File: config.mk
export PLATFORM = sky130hd
export DESIGN_NAME = dly_wait_timer
export DESIGN_NICKNAME = d
export VERILOG_FILES = /design/src/rtl/dly_wait_pkg.sv /design/src/rtl/dly_counter.sv /design/src/rtl/dly_fsm.sv /design/src/rtl/dly_wait_timer.sv
export SDC_FILE = /design/constraint.sdc
export NUM_CORES = 1
export LEC_CHECK = 0
export BUFFER_PORTS_ARGS = -buffer_cell sky130_fd_sc_hd__buf_2
export CAP_MARGIN = 20
export CORE_ASPECT_RATIO = 2
export CORE_MARGIN = 2
export CORE_UTILIZATION = 44
export CTS_CLUSTER_DIAMETER = 150
export CTS_CLUSTER_SIZE = 40
export DETAILED_ROUTE_END_ITERATION = 12
export GPL_ROUTABILITY_DRIVEN = 0
export GPL_TIMING_DRIVEN = 0
export SLEW_MARGIN = 30
export SYNTH_ARGS = -nofsm -noshare
export SYNTH_HDL_FRONTEND = slang
export SYNTH_SLANG_ARGS = --single-unit
export TNS_END_PERCENT = 5
File: constraint.sdc
create_clock -name clk -period 4.8 [get_ports clk]
set_input_delay 0.96 -clock clk [delete_from_list [all_inputs] [get_ports clk]]
set_output_delay 0.96 -clock clk [all_outputs]
set_load 0.01 [all_outputs]
File: src/rtl/dly_wait_pkg.sv
package dly_wait_pkg;
  typedef enum logic [1:0] {
    ST_IDLE = 2'd0,
    ST_LOAD = 2'd1,
    ST_WAIT = 2'd2,
    ST_NEXT = 2'd3
  } dly_state_e;
endpackage

File: src/rtl/dly_counter.sv
module dly_counter #(
  parameter int CNT_W = 16
) (
  input  logic             clk,
  input  logic             rst,
  input  logic             cap,
  input  logic [CNT_W-1:0] cap_val,
  input  logic             load,
  input  logic             dec,
  output logic [CNT_W-1:0] cnt_q,
  output logic [CNT_W-1:0] cnt_nxt
);
  localparam logic [CNT_W-1:0] ONE = {{(CNT_W-1){1'b0}}, 1'b1};

  logic [CNT_W-1:0] hold_q;

  // Count captured when a request is accepted; the preset cycle copies it.
  always_ff @(posedge clk) begin
    if (rst)      hold_q <= '0;
    else if (cap) hold_q <= cap_val;
  end

  always_comb begin
    if (load)     cnt_nxt = hold_q;
    else if (dec) cnt_nxt = cnt_q - ONE;
    else          cnt_nxt = cnt_q;
  end

  always_ff @(posedge clk) begin
    if (rst) cnt_q <= '0;
    else     cnt_q <= cnt_nxt;
  end

  // the decrement is never issued against an empty counter
  p_no_underflow_r9: assert property (@(posedge clk) disable iff (rst)
    dec |-> (cnt_q != '0));

  // the captured count only changes on a capture
  p_hold_kept_r3: assert property (@(posedge clk) disable iff (rst)
    (!cap && !$past(rst)) |=> $stable(hold_q));
endmodule

File: src/rtl/dly_fsm.sv
module dly_fsm
  import dly_wait_pkg::*;
#(
  parameter int CNT_W = 16
) (
  input  logic             clk,
  input  logic             rst,
  input  logic             start,
  input  logic [CNT_W-1:0] cnt_q,
  input  logic [CNT_W-1:0] cnt_nxt,
  output logic             cap,
  output logic             busy,
  output logic             go_next,
  output logic             cnt_en,
  output logic             cnt_dn
);
  dly_state_e st_q, st_d;
  logic       cnt_zero;
  logic       nxt_nonzero;

  assign cnt_zero    = (cnt_q == '0);
  assign nxt_nonzero = (cnt_nxt != '0);
  assign cap         = start && (st_q == ST_IDLE);

  always_comb begin
    st_d = st_q;
    unique case (st_q)
      ST_IDLE: if (start) st_d = ST_LOAD;
      ST_LOAD: st_d = ST_WAIT;
      ST_WAIT: if (cnt_zero) st_d = ST_NEXT;
      ST_NEXT: st_d = ST_IDLE;
      default: st_d = ST_IDLE;
    endcase
  end

  // Outputs registered from the next state and next count so they line up
  // with the state they describe.
  always_ff @(posedge clk) begin
    if (rst) begin
      st_q    <= ST_IDLE;
      busy    <= 1'b0;
      go_next <= 1'b0;
      cnt_en  <= 1'b0;
      cnt_dn  <= 1'b0;
    end else begin
      st_q    <= st_d;
      busy    <= (st_d == ST_LOAD) || (st_d == ST_WAIT);
      go_next <= (st_d == ST_NEXT);
      cnt_en  <= (st_d == ST_LOAD) || ((st_d == ST_WAIT) && nxt_nonzero);
      cnt_dn  <= (st_d == ST_WAIT) && nxt_nonzero;
    end
  end

  p_load_then_wait_r2: assert property (@(posedge clk) disable iff (rst)
    (st_q == ST_LOAD) |=> (st_q == ST_WAIT && busy));

  p_wait_exit_r5: assert property (@(posedge clk) disable iff (rst)
    (st_q == ST_WAIT && cnt_zero) |=> go_next);

  p_strobe_single_r6: assert property (@(posedge clk) disable iff (rst)
    go_next |=> (!go_next && !busy));

  p_start_ignored_r8: assert property (@(posedge clk) disable iff (rst)
    (st_q != ST_IDLE) |=> (st_q != ST_LOAD));

  p_dn_needs_en_r9: assert property (@(posedge clk) disable iff (rst)
    cnt_dn |-> cnt_en);

  p_busy_excl_r6: assert property (@(posedge clk) disable iff (rst)
    !(busy && go_next));
endmodule

File: src/rtl/dly_wait_timer.sv
module dly_wait_timer #(
  parameter int CNT_W = 16
) (
  input  logic             clk,
  input  logic             rst,
  input  logic             start,
  input  logic [CNT_W-1:0] delay_n,
  output logic             busy,
  output logic             go_next,
  output logic             cnt_en,
  output logic             cnt_dn
);
  logic [CNT_W-1:0] cnt_q, cnt_nxt;
  logic             cap;
  logic             do_load, do_dec;

  assign do_load = cnt_en && !cnt_dn;
  assign do_dec  = cnt_en && cnt_dn;

  dly_fsm #(.CNT_W(CNT_W)) u_fsm (
    .clk     (clk),
    .rst     (rst),
    .start   (start),
    .cnt_q   (cnt_q),
    .cnt_nxt (cnt_nxt),
    .cap     (cap),
    .busy    (busy),
    .go_next (go_next),
    .cnt_en  (cnt_en),
    .cnt_dn  (cnt_dn)
  );

  dly_counter #(.CNT_W(CNT_W)) u_cnt (
    .clk     (clk),
    .rst     (rst),
    .cap     (cap),
    .cap_val (delay_n),
    .load    (do_load),
    .dec     (do_dec),
    .cnt_q   (cnt_q),
    .cnt_nxt (cnt_nxt)
  );

  // the first cycle after reset shows every output low
  p_reset_quiet_r1: assert property (@(posedge clk) disable iff (rst)
    $past(rst) |-> !(busy || go_next || cnt_en || cnt_dn));
endmodule

==> results of run 1 <==
## report_power, final
part	switching (mW)	internal (mW)	total [mW]
clock	0.110	0.116	0.226
combinational	0.355	0.242	0.598
sequential	0.0605	0.392	0.453
total	0.526	0.750	1.28
## per-stage QoR
stage | utilization | hold WS, ns | instance area, um^2
6_report | 0.513 | 0.456 | 2180
5_1_grt | 0.513 | 0.480 | 2180
4_1_cts | 0.513 | 0.457 | 2180
3_5_place_dp | 0.492 | 0.447 | 2090
3_3_place_gp | 0.492 | 0.447 | 2090
2_1_floorplan | - | 0.431 | 1920
## routing by layer
| metal | vias up | track usage | share of wire | wire length, um |
|---|---|---|---|---|
| li1 | 909 | - | - | - |
| met1 | 828 | 0.258 | 0.43 | 1990 |
| met2 | 43 | 0.348 | 0.51 | 2350 |
| met3 | 5 | 0.0338 | 0.037 | 168 |
| met4 | 0 | 0.0811 | 0.016 | 74 |
| met5 | - | 0 | 0 | 0 |
## logic make-up (layout without fill, tap and decap cells)
| kind of cell | count (synthesis) | after routing | share of synthesized area |
|---|---|---|---|
| mux | 3 | 3 | 0.0156 |
| xor+xnor | 5 | 5 | 0.0228 |
| buf+inv | 24 | 53 | 0.0482 |
| fa+ha+maj | 7 | 7 | 0.0456 |
| flops | 38 | 38 | 0.396 |
| simple gates | 110 | 110 | 0.291 |
| compound gates | 54 | 54 | 0.180 |
## registers in the layout, summed over array words and instances, names as in the netlist
| register | count |
|---|---|
| u_cnt.cnt_q | 16 |
| u_cnt.hold_q | 16 |
| u_fsm.st_q | 2 |
| u_fsm.busy | 1 |
| u_fsm.cnt_dn | 1 |
| u_fsm.cnt_en | 1 |
| u_fsm.go_next | 1 |
## layout make-up
type,count,area [um^2],share of cell area
Clock buffer,7,86.3,0.0395
Buffer,16,62.6,0.0287
Timing Repair Buffer,21,105,0.0481
Inverter,8,30.0,0.0138
Tap cell,54,67.6,0.0309
Multi-Input combinational cell,179,1070,0.488
Sequential cell,38,761,0.348
Clock inverter,1,5.00,0.00229
## path summary, 6_finish.rpt
check | startpoint | endpoint | cells after the start
max reg2reg | u_cnt.cnt_q[5] | u_fsm.cnt_en | 9
min reg2reg | u_cnt.hold_q[12] | u_cnt.hold_q[12] | 2
max | u_cnt.cnt_q[5] | u_fsm.cnt_en | 9
min | u_cnt.hold_q[12] | u_cnt.hold_q[12] | 2
## worst min-delay path, cell delays in order (launching register included)
cell and delay [ns]:
dfxtp_1 0.31, nand2_1 0.05, a21oi_1 0.05
## layout by cell type (no fill, tap or decap), types with 2 or more instances in the layout
| master | n |
|---|---|
| and2_1 | 2 |
| o21ai_0 | 7 |
| nor4_1 | 8 |
| nand3_1 | 4 |
| or3_1 | 5 |
| inv_1 | 8 |
| nor2_1 | 17 |
| a21oi_1 | 26 |
| o211ai_1 | 3 |
| clkbuf_8 | 6 |
| ha_1 | 7 |
| nand2b_1 | 6 |
| o41ai_1 | 2 |
| mux2i_1 | 3 |
| buf_2 | 23 |
| xnor2_1 | 4 |
| o31ai_1 | 2 |
| or4b_2 | 2 |
| o31a_1 | 2 |
| o311ai_0 | 2 |
| a311oi_1 | 3 |
| nand2_1 | 42 |
| nor3_1 | 4 |
| dfxtp_1 | 38 |
| or4_1 | 3 |
| clkbuf_1 | 14 |
| nor2b_1 | 8 |
==> impl_metrics.tcl, run 1 <==
set metrics [dict create \
    synthesis.nets 267 \
    htreeDepth 2 \
    period_needed_ns 2.86 \
    place_ws_ns 1.94 \
    fp.dieH_um 97.4 \
    ctsHoldBuffers 0 \
    portBuffers 21 \
    grt_max_degree 12 \
    min_path_type "reg2reg" \
    grt_overflow 0 \
    synthArstFlopShare 0 \
    drc 0 \
    drt_iter0_markers 41 \
    endpoint_kind "register" \
    synthCells 241 \
    design.portCount 23 \
    synth.distinct_cells 44 \
    synth_top_area_frac 0.396 \
    ir_drop_uv 333 \
    worstPathMaxFanout 10 \
    stdcell_count 324 \
    worst_slack_ns 1.94 \
    cts_resized 0 \
    cp_slowest_stage_delay_ns 0.54 \
    die_area_um2 4940 \
    crit_buf_inv 2 \
    worstMarginPinSlew_ns 0.546 \
    worstSetupPathType "reg2reg" \
    clock_latency_ns 0.29 \
    yosysMostFrequentCell "nand2_1" \
    report.final.setup_viol 0 \
    drive_above_1_share 0.130 \
    cts-root-buf "clkbuf_8" \
    p_leak_nw 0.864 \
    max_freq_mhz 349 \
    die_x_um 50.7 \
    synth_edf_count 0 \
    ys_warn_count 0 \
    cts_setup_buffers 0 \
    p_per_area_nw_per_um2 584 \
    dpl.hpwl_um 3460 \
    status "completed" \
    tns_ns 0 \
    netlist_area_um2 1920 \
    seq_area_frac_synth 0.396 \
    dr.pass1.iters 4 \
    critical-path-top-delay-family "simple AND/OR/NAND/NOR gates" \
    report.final.hold_viol_count 0 \
    cts_buffer_depth 2 \
    cap_viol_max_count 0 \
    arrival_ns 3.07 \
    wl_um 4590 \
    grt_first_pass_wirelength_um 7860 \
    num_rows 34 \
    start_util 0.451 \
    finalClockSkew_ns 0.00578 \
    wl_per_cell_um 14.2 \
    rsz0062_at_grt "false" \
    antenna_found_initial 0 \
    core-area_um2 4250 \
    cts_tree "built" \
    power.total_mw 1.28 \
    cp_slowest_cell "or4_1" \
    cp.required_ns 5.00 \
    area_delta_synth_final_pct 13.8 \
    grt_usage 0.207 \
    path_cells "or4_1 -> buf_2 -> or4_1 -> o41ai_1 -> o21ai_0 -> inv_1 -> ha_1 -> nor4_1 -> a311oi_1" \
    cts_made_buffers 5 \
    antenna_cells 0 \
    dr_total_vias 1785 \
    reg2reg_slack_ns 1.94 \
    antenna_left 0 \
    synth_common_cells "42 x nand2_1, 38 x dfxtp_1, 26 x a21oi_1" \
    maxSlewHeadroom 0.636 \
    nFillCells 454 \
    synthTopCellsByArea "dfxtp_1 40%, nand2_1 8.2%, a21oi_1 6.8%, ha_1 4.6%, nor2_1 3.3%" \
    cp_common_cell "or4_1" \
    start_kind "register" \
    yosysTopAreaCell "dfxtp_1" \
    ys_ff_latch 38 \
    synth_ff_type "dfxtp_1" \
    viasPerCell 5.51 \
    clock-sinks 38 \
    dp_cells 316 \
    nNetsFinal 295 \
    post-route-period-util 0.597 \
    grt_pass1_vias 1665 \
    syn_area_per_cell_um2 7.96 \
    slew_violations 0 \
    clk_pin_slew_ns 0.07 \
]
(Power assumes the default switching activity.)
==> run 2: changes to the inputs <==
==> constraint.sdc (replaced) <==
create_clock -name clk -period 2.8 [get_ports clk]
set_input_delay 0.56 -clock clk [delete_from_list [all_inputs] [get_ports clk]]
set_output_delay 0.56 -clock clk [all_outputs]
set_load 0.01 [all_outputs]
==> run 2 against run 1 <==
Hold slack about the same. Wire length barely moved. Core utilization grew 0.35 points. Final area increased by 0.69%. Largest power group unchanged. Sequential power up 72%. Highest routed layer unchanged.
==> impl_metrics.tcl, run 2 (synthesis results as in run 1) <==
set metrics [dict create \
    status "completed" \
    grt_max_degree 12 \
    use_met1 0.257 \
    cp_slowest_cell "or4_1" \
    cts_buffer_depth 2 \
    viasPerCell 5.47 \
    busiest_layer "met2" \
    start_util 0.451 \
    worstMarginPinSlew_ns 0.553 \
    endpoint_kind "register" \
    design.portCount 23 \
    die_area_um2 4940 \
    nNetsFinal 295 \
    wl_per_cell_um 14.2 \
    final_util 0.517 \
    period_needed_ns 2.65 \
    clock_latency_ns 0.29 \
    p_leak_nw 0.870 \
    crit_buf_inv 2 \
    reg.largest.list "u_cnt.cnt_q (16), u_cnt.hold_q (16), u_fsm.st_q (2)" \
    wl_um 4590 \
    fp.dieH_um 97.4 \
    cp_slowest_stage_delay_ns 0.51 \
    antenna_cells 0 \
    grt_overflow 0 \
    slew_violations 0 \
    antenna_left 0 \
    die_x_um 50.7 \
    drive_above_1_share 0.141 \
    cts-root-buf "clkbuf_8" \
    dr.pass1.iters 4 \
    clk_pin_slew_ns 0.08 \
    grt_pass1_vias 1665 \
    htreeDepth 2 \
    grtUsageMet2 0.348 \
    path_cells "or4_1 -> buf_2 -> or4_4 -> o41ai_2 -> o21ai_2 -> inv_1 -> ha_1 -> nor4_1 -> a311oi_1" \
    dr_total_vias 1773 \
    report.final.hold_viol_count 0 \
    worstPathMaxFanout 10 \
    finalClockSkew_ns 0.00590 \
    drc 0 \
    hold_ws_ns 0.456 \
    antenna_found_initial 0 \
    drt_iter0_markers 33 \
    layout_commonest_cell "nand2_1" \
    cp.required_ns 3.00 \
    dpl.hpwl_um 3460 \
    arrival_ns 2.85 \
    area_delta_synth_final_pct 14.5 \
    critical-path-top-delay-family "simple AND/OR/NAND/NOR gates" \
    use_met3 0.0338 \
    tns_ns 0 \
    grt_usage 0.207 \
    min_path_type "reg2reg" \
    final_cell_mix "42 x nand2_1, 38 x dfxtp_1, 26 x a21oi_1" \
    worstSetupPathType "reg2reg" \
    num_rows 34 \
    cts_made_buffers 5 \
    report.final.setup_viol 0 \
    portBuffers 21 \
    maxSlewHeadroom 0.631 \
    p_per_area_nw_per_um2 1010 \
    rsz0062_at_grt "false" \
    grt_first_pass_wirelength_um 7850 \
    core-area_um2 4250 \
    ir_drop_uv 610 \
    cts_tree "built" \
    cap_viol_max_count 0 \
    clock-sinks 38 \
    post-route-period-util 0.947 \
    max_freq_mhz 377 \
    start_kind "register" \
]
==> run 2: changes by cell type in the layout (fill, tap and decap cells not counted) <==
cell / change
o21ai_0: -1
o21ai_2: +1
o41ai_1: -1
o41ai_2: +1
or4_1: -1
or4_4: +1
==> run 2: final timing paths <==
kind	to	from	slack, ns	depth (start not counted)
setup reg to reg	u_fsm.cnt_en	u_cnt.cnt_q[5]	0.15	9
hold reg to reg	u_cnt.hold_q[12]	u_cnt.hold_q[12]	0.46	2
hold / removal	u_cnt.hold_q[12]	u_cnt.hold_q[12]	0.46	2
setup / recovery	u_fsm.cnt_en	u_cnt.cnt_q[5]	0.15	9
==> run 2: worst reg2reg max path, stage by stage, from the launching register on <==
cell	delay [ns]
dfxtp_1	0.35
or4_1	0.51
buf_2	0.19
or4_4	0.52
o41ai_2	0.32
o21ai_2	0.12
inv_1	0.09
ha_1	0.19
nor4_1	0.07
a311oi_1	0.21
==> run 2: where the power goes <==
group	switching (mW)	internal (mW)	total, mW
combinational	0.621	0.440	1.06
clock	0.188	0.199	0.387
sequential	0.106	0.672	0.778
==> run 2: metrics by stage <==
step	instance area (um^2)	std cells	setup WS, ns	total power, mW
after floorplan	1920	241	0.227	1.54
after global placement	2090	316	-0.0499	1.79
after detailed placement	2090	316	-0.0648	1.82
after CTS	2190	324	0.0129	2.22
after global routing	2200	324	0.00463	2.41
final	2200	324	0.148	2.23
==> run 2: area by class of cell <==
| cell class | instances | area, um^2 |
|---|---|---|
| Fill cell | 453 | 2060 |
| Multi-Input combinational cell | 179 | 1080 |
| Sequential cell | 38 | 761 |
| Timing Repair Buffer | 21 | 105 |
| Clock buffer | 7 | 86.3 |
| Tap cell | 54 | 67.6 |
| Buffer | 16 | 62.6 |
| Inverter | 8 | 30.0 |
| Clock inverter | 1 | 5.00 |
==> run 2: what timing repair did <==
item / 4_1_cts / 5_1_grt
resized for setup: 2 / 2
setup endpoints to repair: 1 / 1
pin swaps: 0 / 1
cloned: 0 / 0
endpoints found under the hold margin: 0 / 0
setup buffers: 0 / 0
hold buffers: 0 / 0
==> run 2: routing by layer <==
metal	routed length, um	part of all wire	up-vias
met5	0	0	-
met4	87	0.019	0
met3	138	0.030	7
met2	2330	0.51	28
met1	2030	0.44	827
li1	-	-	911
